### src/rtl/tvm_pkg.sv
package tvm_pkg;
  typedef enum logic {
    ST_IDLE = 1'b0,
    ST_RUN  = 1'b1
  } run_e;
endpackage

### src/rtl/tvm_table.sv
module tvm_table #(
  parameter int DEPTH = 48,
  parameter int VAL_W = 24,
  parameter int IRQ_W = 6,
  parameter int IDX_W = 6,
  parameter int CNT_W = 6
) (
  input  logic                   clk,
  input  logic                   rst_n,
  input  logic                   wr_en,
  input  logic [IDX_W-1:0]       wr_idx,
  input  logic [VAL_W-1:0]       wr_value,
  input  logic [IRQ_W-1:0]       wr_irq,
  input  logic                   act_wr_en,
  input  logic [CNT_W-1:0]       act_wr_count,
  input  logic                   cmp_en,
  input  logic [VAL_W-1:0]       cnt_value,
  output logic [DEPTH-1:0]       hit,
  output logic [DEPTH*IRQ_W-1:0] irq_flat
);
  localparam logic [CNT_W-1:0] MAX_CNT = CNT_W'(DEPTH);

  logic [CNT_W-1:0] active_q;

  always_ff @(posedge clk) begin
    if (!rst_n) begin
      active_q <= '0;
    end else if (act_wr_en) begin
      active_q <= (act_wr_count > MAX_CNT) ? MAX_CNT : act_wr_count;
    end
  end

  for (genvar gi = 0; gi < DEPTH; gi++) begin : g_slot
    logic [VAL_W-1:0] val_q;
    logic [IRQ_W-1:0] irq_q;

    always_ff @(posedge clk) begin
      if (!rst_n) begin
        val_q <= '0;
        irq_q <= '0;
      end else if (wr_en && (wr_idx == IDX_W'(gi))) begin
        val_q <= wr_value;
        irq_q <= wr_irq;
      end
    end

    assign hit[gi] = cmp_en && (CNT_W'(gi) < active_q) && (val_q == cnt_value);
    assign irq_flat[gi*IRQ_W +: IRQ_W] = irq_q;
  end
endmodule

### src/rtl/tvm_queue.sv
module tvm_queue #(
  parameter int DEPTH = 48,
  parameter int IDX_W = 6
) (
  input  logic             clk,
  input  logic             rst_n,
  input  logic [DEPTH-1:0] hit,
  input  logic             flush,
  input  logic             take,
  output logic             pick_valid,
  output logic [IDX_W-1:0] pick_idx
);
  logic [DEPTH-1:0] hit_q;
  logic [DEPTH-1:0] pend_q;
  logic [DEPTH-1:0] cand;
  logic [DEPTH-1:0] sel_mask;
  logic             any;

  always_comb begin
    cand     = pend_q | (hit & ~hit_q);
    any      = |cand;
    pick_idx = '0;
    for (int i = DEPTH - 1; i >= 0; i--) begin
      if (cand[i]) pick_idx = IDX_W'(i);
    end
    sel_mask           = '0;
    sel_mask[pick_idx] = any;
  end

  assign pick_valid = any && !flush;

  always_ff @(posedge clk) begin
    if (!rst_n) begin
      hit_q  <= '0;
      pend_q <= '0;
    end else begin
      hit_q <= hit;
      if (flush) begin
        pend_q <= '0;
      end else if (take) begin
        pend_q <= cand & ~sel_mask;
      end else begin
        pend_q <= cand;
      end
    end
  end
endmodule

### src/rtl/tvm_run_ctl.sv
module tvm_run_ctl
  import tvm_pkg::*;
(
  input  logic clk,
  input  logic rst_n,
  input  logic start,
  input  logic stop,
  input  logic halt,
  output logic running,
  output logic flush
);
  run_e st_q;

  always_ff @(posedge clk) begin
    if (!rst_n) begin
      st_q <= ST_IDLE;
    end else if (halt || stop) begin
      st_q <= ST_IDLE;
    end else if (start) begin
      st_q <= ST_RUN;
    end
  end

  assign running = (st_q == ST_RUN);
  assign flush   = halt || stop || (st_q != ST_RUN);
endmodule

### src/rtl/tvm_match_top.sv
module tvm_match_top #(
  parameter int DEPTH = 48,
  parameter int VAL_W = 24,
  parameter int IRQ_W = 6,
  localparam int IDX_W = $clog2(DEPTH),
  localparam int CNT_W = $clog2(DEPTH + 1)
) (
  input  logic             clk,
  input  logic             rst_n,
  input  logic             tbl_wr_en,
  input  logic [IDX_W-1:0] tbl_wr_idx,
  input  logic [VAL_W-1:0] tbl_wr_value,
  input  logic [IRQ_W-1:0] tbl_wr_irq,
  input  logic             act_wr_en,
  input  logic [CNT_W-1:0] act_wr_count,
  input  logic             cmp_start,
  input  logic             cmp_stop,
  input  logic             cnt_halt,
  input  logic [VAL_W-1:0] cnt_value,
  output logic             irq_valid,
  input  logic             irq_ready,
  output logic [IRQ_W-1:0] irq_num,
  output logic             cmp_running
);
  logic [DEPTH-1:0]       hit;
  logic [DEPTH*IRQ_W-1:0] irq_flat;
  logic                   flush;
  logic                   take;
  logic                   pick_valid;
  logic [IDX_W-1:0]       pick_idx;
  logic                   valid_q;
  logic [IRQ_W-1:0]       num_q;

  tvm_run_ctl u_ctl (
    .clk     (clk),
    .rst_n   (rst_n),
    .start   (cmp_start),
    .stop    (cmp_stop),
    .halt    (cnt_halt),
    .running (cmp_running),
    .flush   (flush)
  );

  tvm_table #(
    .DEPTH (DEPTH),
    .VAL_W (VAL_W),
    .IRQ_W (IRQ_W),
    .IDX_W (IDX_W),
    .CNT_W (CNT_W)
  ) u_table (
    .clk          (clk),
    .rst_n        (rst_n),
    .wr_en        (tbl_wr_en),
    .wr_idx       (tbl_wr_idx),
    .wr_value     (tbl_wr_value),
    .wr_irq       (tbl_wr_irq),
    .act_wr_en    (act_wr_en),
    .act_wr_count (act_wr_count),
    .cmp_en       (cmp_running),
    .cnt_value    (cnt_value),
    .hit          (hit),
    .irq_flat     (irq_flat)
  );

  assign take = !valid_q || irq_ready;

  tvm_queue #(
    .DEPTH (DEPTH),
    .IDX_W (IDX_W)
  ) u_queue (
    .clk        (clk),
    .rst_n      (rst_n),
    .hit        (hit),
    .flush      (flush),
    .take       (take),
    .pick_valid (pick_valid),
    .pick_idx   (pick_idx)
  );

  always_ff @(posedge clk) begin
    if (!rst_n) begin
      valid_q <= 1'b0;
      num_q   <= '0;
    end else if (take) begin
      valid_q <= pick_valid;
      if (pick_valid) num_q <= irq_flat[int'(pick_idx)*IRQ_W +: IRQ_W];
    end
  end

  assign irq_valid = valid_q;
  assign irq_num   = num_q;
endmodule

### config.mk
export PLATFORM = sky130hd
export DESIGN_NAME = tvm_match_top
export DESIGN_NICKNAME = d
export VERILOG_FILES = /design/src/rtl/tvm_pkg.sv /design/src/rtl/tvm_table.sv /design/src/rtl/tvm_queue.sv /design/src/rtl/tvm_run_ctl.sv /design/src/rtl/tvm_match_top.sv
export SDC_FILE = /design/constraint.sdc
export NUM_CORES = 2
export LEC_CHECK = 0
export BUFFER_PORTS_ARGS = -buffer_cell sky130_fd_sc_hd__buf_2
export CAP_MARGIN = 20
export CORE_MARGIN = 3
export CORE_UTILIZATION = 25
export DETAILED_ROUTE_END_ITERATION = 6
export SLEW_MARGIN = 30
export SYNTH_ARGS = -nofsm -noshare
export SYNTH_HDL_FRONTEND = slang
export SYNTH_SLANG_ARGS = --single-unit
### constraint.sdc
create_clock -name clk -period 9.05 [get_ports clk]
set_input_delay 1.3575 -clock clk [delete_from_list [all_inputs] [get_ports clk]]
set_output_delay 1.3575 -clock clk [all_outputs]
set_load 0.05 [all_outputs]
# --- Word-level counts from Yosys, hierarchy flattened ---
# Index checks and enable logic that the tools add are counted.
# W data, S select, Z words.
totals:
  register_bits: 1550
  input_bits: 74
  out_inout_bits: 8
op_classes:
  n_mul: 1
  n_lt_le_gt_ge: 51
  n_eq_ne: 95
  shifts: 1
  n_mux: 52
  bitwise_logic: 8
  reduce_logical: 156
ops:
  columns: ["cell", "count"]
  rows:
  - ["$eq A24 B24 Y1", 48]
  - ["$mux W6", 49]
  - ["$shiftx A288 B10 Y6", 1]
  - ["$logic_and A1 B1 Y1", 146]
  - ["$and A48 B48 Y48", 3]
  - ["$eq A6 B5 Y1 const B", 16]
  - ["$eq A6 B6 Y1 const B", 16]
  - ["$lt A5 B6 Y1 const A", 16]
  - ["$lt A6 B6 Y1 const A", 16]
  - ["$not A48 Y48", 2]
  - ["$eq A6 B4 Y1 const B", 8]
  - ["$lt A4 B6 Y1 const A", 8]
  - ["$mux W48", 1]
  - ["$or A48 B48 Y48", 1]
  - ["$reduce_or A48 Y1", 1]
  - ["$eq A6 B3 Y1 const B", 4]
  - ["$lt A3 B6 Y1 const A", 4]
  - ["$eq A6 B2 Y1 const B", 2]
  - ["$lt A1 B6 Y1 const A", 2]
  - ["$lt A2 B6 Y1 const A", 2]
  - ["$mul A6 B2 Y8 const B", 1]
  - ["$lt A6 B7 Y1 const B", 1]
  - ["$demux W1 S6", 1]
  - ["$eq A6 B1 Y1 const B", 1]
  - ["other kinds (9)", 14]

# --- Depth between registers and ports, before layout ---
depth:
  depth_word: 61
  depth_mapped: 21

# --- Cells and area by module ---
# A second synthesis with hierarchy kept.
hier_totals:
  hier_cells: 8950
  area_unflattened_um2: 75822.7
by_module_without_submodules:
  columns: ["module", "instances", "cells_per_inst", "area_per_inst_um2", "seq_area_each_um2"]
  rows:
  - ["tvm_table", 1, 8306, 68619.6, 28947.8]
  - ["tvm_queue", 1, 450, 4539.4, 1921.8]
  - ["tvm_match_top", 1, 190, 2623.8, 140.1]
  - ["tvm_run_ctl", 1, 4, 40.0, 20.0]

# --- Least setup slack after synthesis ---
# Ideal clock, no wire load.
synth_timing:
  kind: "input-to-reg"
  startpoint: "in cnt_value[14]"
  endpoint: "reg num_q[1] (netlist: irq_num[1])"
  setup_ps: 119
  arrival_time_ps: 4944
  required_ps: 8931
  slack_ps: 3987
  cell_stages: 18
  n_path_buf: 4
  path_cell_list: "buf_2 buf_6 buf_2 xor2_1 nor4_1 nand3_1 o41a_1 o211ai_1 a21oi_1 o41ai_1 a41oi_1 o41ai_2 buf_6 mux2i_1 o22ai_1 o21a_1 or4_1 o221a_1"
synth_via:
  elab_chain_cells: 54
synth_lines:
  columns: ["element", "line", "source"]
  rows:
  - ["start: declaration", "tvm_match_top.sv:19", "input logic [VAL_W-1:0] cnt_value,"]
  - ["$eq A24 B24 Y1", "tvm_table.sv:47", "assign hit[gi] = cmp_en && (CNT_W'(gi) < active_q) && (val_q == cnt_value);"]
  - ["$logic_and A1 B1 Y1", "tvm_table.sv:47", null]
  - ["$and A48 B48 Y48 (*)", "tvm_queue.sv:20", "cand = pend_q | (hit & ~hit_q);"]
  - ["$or A48 B48 Y48 (*)", "tvm_queue.sv:20", null]
  - ["$mux W6 (48 in a row)", "tvm_queue.sv:24", "if (cand[i]) pick_idx = IDX_W'(i);"]
  - ["$mul A6 B2 Y8", "tvm_match_top.sv:86", "if (pick_valid) num_q <= irq_flat[int'(pick_idx)*IRQ_W +: IRQ_W];"]
  - ["$shiftx A288 B10 Y6", "tvm_match_top.sv:86", null]
  - ["end signal: assignment", "tvm_match_top.sv:86", null]
  - ["end: declaration", "tvm_match_top.sv:32", "logic [IRQ_W-1:0] num_q;"]
# Mark *: on every way between the ends. The rest lies on a longest branch, timed or not.
# A chain may end at the register's enable or synchronous reset.

# --- Final worst setup path ---
layout_timing:
  startpoint: "reg u_table.active_q[4]"
  endpoint: "reg num_q[3] (netlist: irq_num[3])"
layout_via:
  elab_chain_cells: 55
layout_lines:
  columns: ["element", "line", "source"]
  rows:
  - ["start: declaration", "tvm_table.sv:23", "logic [CNT_W-1:0] active_q;"]
  - ["start signal: assignment", "tvm_table.sv:29", "active_q <= (act_wr_count > MAX_CNT) ? MAX_CNT : act_wr_count;"]
  - ["$lt A6 B6 Y1", "tvm_table.sv:47", null]
  - ["$logic_and A1 B1 Y1 (2 in a row)", "tvm_table.sv:47", null]
  - ["$and A48 B48 Y48 (*)", "tvm_queue.sv:20", null]
  - ["$or A48 B48 Y48 (*)", "tvm_queue.sv:20", null]
  - ["$mux W6 (48 in a row)", "tvm_queue.sv:24", null]
  - ["$mul A6 B2 Y8", "tvm_match_top.sv:86", null]
  - ["$shiftx A288 B10 Y6", "tvm_match_top.sv:86", null]
# Marks and branches as above.

==> metrics.txt <==
effective utilization at floorplan=0.2526; Final Critical Period=6.938 ns; footprint of the multi-input gates=0.03699 sq mm; TritonCTS clock tree=done; die extent in x=between 500 and 600 um; crit path kind=reg -> reg; average wire per standard cell=around 24 um; fin crit share=0.7666; proportion of synthesized chip area in sequential cells=0.4329; number of nets in the finished design=8937; count of port buffers added during placement=81; number of endpoints with negative hold slack in the final report=0; footprint of the flip-flops and latches=a little over 0.03 sq mm; total of cells resized after clock tree synthesis=0; run status=finished clean; Critical Path Start Type=flip-flop; Cell Count, Final, Fillers Out=approximately 13000; final clock skew=approximately 0.046 ns; Leak=27.38 nW; global-route wire length before repair=between 400000 and 500000 um; clock sink count=1550; number of CTS-inserted buffers=between 150 and 200; Clock H-tree levels=4; worst relative slew slack=0.2512; DR DRC count=0; placed standard-cell area=between 0.07 and 0.08 sq mm; Routability Congestion=slightly above 1; number of detailed-route iterations in the first pass=6; total I/O pin count=about 80; Post-DP HPWL=about 190000 um; required time of the worst setup path=approximately 9.8 ns; total of hold buffers inserted after clock tree synthesis=0; synthesized netlist net count=9257; master cell of the clock root buffer=clkbuf_16; setup TNS=0 ns; Initial DRC Count=~8000; Setup crit end kind=flip-flop; unique cell type count in the Yosys netlist=98; flip-flop cell with the highest count after synthesis=dfxtp_1; residual overflow from global routing=0; Crit Path Max Fanout=18; Bufs on Longest Clock Path=3; mean post-synth cell area=around 7.8 sq um; antenna violations before repair=17; antenna violation net count after detailed routing=0; final setup violation count=0; fraction of synthesis flops using an asynchronous set or reset pin=0; ratio of total power to cell area=183.6 mW/mm^2; area of the placeable core=between 0.2 and 0.3 sq mm; number of cell rows=slightly below 200; cell count after synthesis=roughly 9200; slew at the pin closest to its max-slew limit=between 1 and 1.5 ns; number of vias in the routed layout=64780; data arrival time at the worst-slack endpoint=7.71 ns; RSZ-0062 raised after global routing=no; cell accounting for the most synthesized area=dfxtp_1; Final Max Slew Viols=0; main area contributors after synthesis=dfxtp_1, nand2_1, a21oi_1; number of flops mapped to enable cells by yosys=0; via count of the first global-routing pass=58530; pin count of the biggest net entering global routing=around 190; via density per instance=5.085; fillcell total=between 30000 and 40000; post-synthesis to final-layout area growth=13.18%; max-capacitance violation count=0; post-synthesis instance area=0.07168 sq mm; height of the chip=about 540 um; peak supply drop=approximately 0.19 mV; total of flip-flops plus latches after synthesis=about 1600; post-route design area=just over 0.08 sq mm; top-area cell type share of the netlist area=0.4329; total global routing track utilization=0.1960; Synth warnings=0; Achievable Freq=roughly 140 MHz; DRT Wirelength=roughly 300000 um; Hold Crit Class=reg -> reg; share of post-route cells with drive strength above 1=0.07822; clock slew at reported path FFs=~0.060 ns; Clk Latency, worst-skew pair=0.85 ns; cell count after placement=between 10000 and 15000; Post-CTS Setup Inserts=0; die area=0.2932 sq mm
cell usage after synthesis, types with 6 or more instances:
master     number
o31ai_1         8
o22ai_1        35
o41a_1         15
nand3_1        69
nor2_1        140
and2_1         12
o211ai_1        7
nand4_1       102
nor3_1         52
buf_6          80
buf_4          30
o21a_1         12
o41ai_2        11
dfxtp_1      1550
buf_2          42
a31oi_1        11
inv_1          60
a41oi_1         8
nand2_1      3030
and3_1          7
a211oi_1       44
mux2_2         20
nand2b_1       24
a21oi_1      1477
xnor2_1       343
o41ai_1         9
a22oi_1        14
nor4_1        219
nor2b_1        11
clkbuf_1      639
nor3b_1         6
a2111oi_0       7
or2_2          13
xor2_1        809
o21ai_0        23
a22o_1          6
mux2i_1        94
or4_1          20
worst max-delay path: stages (launching register included):
cell and delay (ns):
dfxtp_1 0.99, or2_1 0.64, buf_4 0.42, o2111ai_1 0.19
or2_2 0.33, o41ai_1 0.80, o311ai_1 0.20, nor2_1 0.54
o211ai_4 0.19, a21oi_4 0.68, buf_12 0.26, mux2_2 0.21
o22ai_1 0.08, a2111oi_1 0.83, and4b_1 0.33, a31oi_1 0.14
worst paths after layout:
path | end | from | cells past startpoint | slack [ns]
worst min register to register | u_table.g_slot[44].irq_q[4] | u_table.g_slot[44].irq_q[4] | 2 | 0.45
worst max register to register | irq_num[3] | u_table.active_q[4] | 15 | 2.11
worst min-delay path | u_table.g_slot[44].irq_q[4] | u_table.g_slot[44].irq_q[4] | 2 | 0.45
worst max-delay path | irq_num[3] | u_table.active_q[4] | 15 | 2.11
layer usage:
| layer | wire length [um] | share of wire | global-route usage | vias to the layer above |
|---|---|---|---|---|
| met5 | 25 | 0.000083 | 0 | - |
| met4 | 19520 | 0.065 | 0.1138 | 4 |
| met3 | 27140 | 0.090 | 0.03186 | 790 |
| met2 | 134900 | 0.45 | 0.3095 | 3420 |
| met1 | 119500 | 0.40 | 0.2522 | 31120 |
| li1 | - | - | - | 29450 |
logic make-up after synthesis:
logic type | after synthesis | synth area share
compound gates | 1770 | 0.1387
xor+xnor | 1152 | 0.1408
buf+inv | 862 | 0.05636
flops | 1550 | 0.4329
mux | 118 | 0.01690
simple gates | 3731 | 0.2144
area by class of cell:
class                   count  area share
multi-input cells        6771      0.4560
flip-flops and latches   1550      0.3825
clock buffers             254     0.06150
well taps                3743     0.05772
repair buffers            308     0.03240
clock inverters            42    0.006631
inverters                  63    0.003007
diodes                     10   0.0003084
flip-flops by register name, indices dropped and copies added (netlist names):
signal,count
u_ctl.running,1
u_queue.pend_q,48
u_queue.hit_q,48
u_table.g_slot.irq_q,288
irq_valid,1
irq_num,6
u_table.g_slot.val_q,1152
u_table.active_q,6
where the power goes:
| part | switching, mW | total [mW] | internal (mW) |
|---|---|---|---|
| registers | 0.0241 | 6.87 | 6.85 |
| logic | 0.846 | 1.09 | 0.247 |
| clock network | 3.02 | 6.93 | 3.91 |
per-stage QoR:
step                hold slack [ns]  utilization  power, mW  setup WS, ns
floorplan                    0.4312            -      7.618         3.987
detailed placement           0.4450       0.2659      8.082         1.653
global route                 0.4666       0.2859      15.24         2.252
global placement             0.4401       0.2655      8.080         1.606
CTS                          0.4529       0.2854      14.91         2.404
finish                       0.4521       0.2859      14.90         2.112
cells in the final DEF, fill, tap and decap left out, types with 24 or more instances in the layout:
master / instances
buf_2: 32
clkbuf_1: 42
dfxtp_1: 1550
nand2b_1: 24
clkbuf_16: 170
buf_4: 246
mux2i_1: 94
nand4_1: 102
xor2_1: 809
o22ai_1: 35
xnor2_1: 343
inv_1: 60
a211oi_1: 44
nor4_1: 219
nor2_4: 32
nand3_1: 69
nor2_1: 90
a21oi_1: 1477
buf_12: 25
clkbuf_8: 42
nor3_1: 52
nand2_1: 3017
No activity file was read; power rests on OpenSTA's default activity.
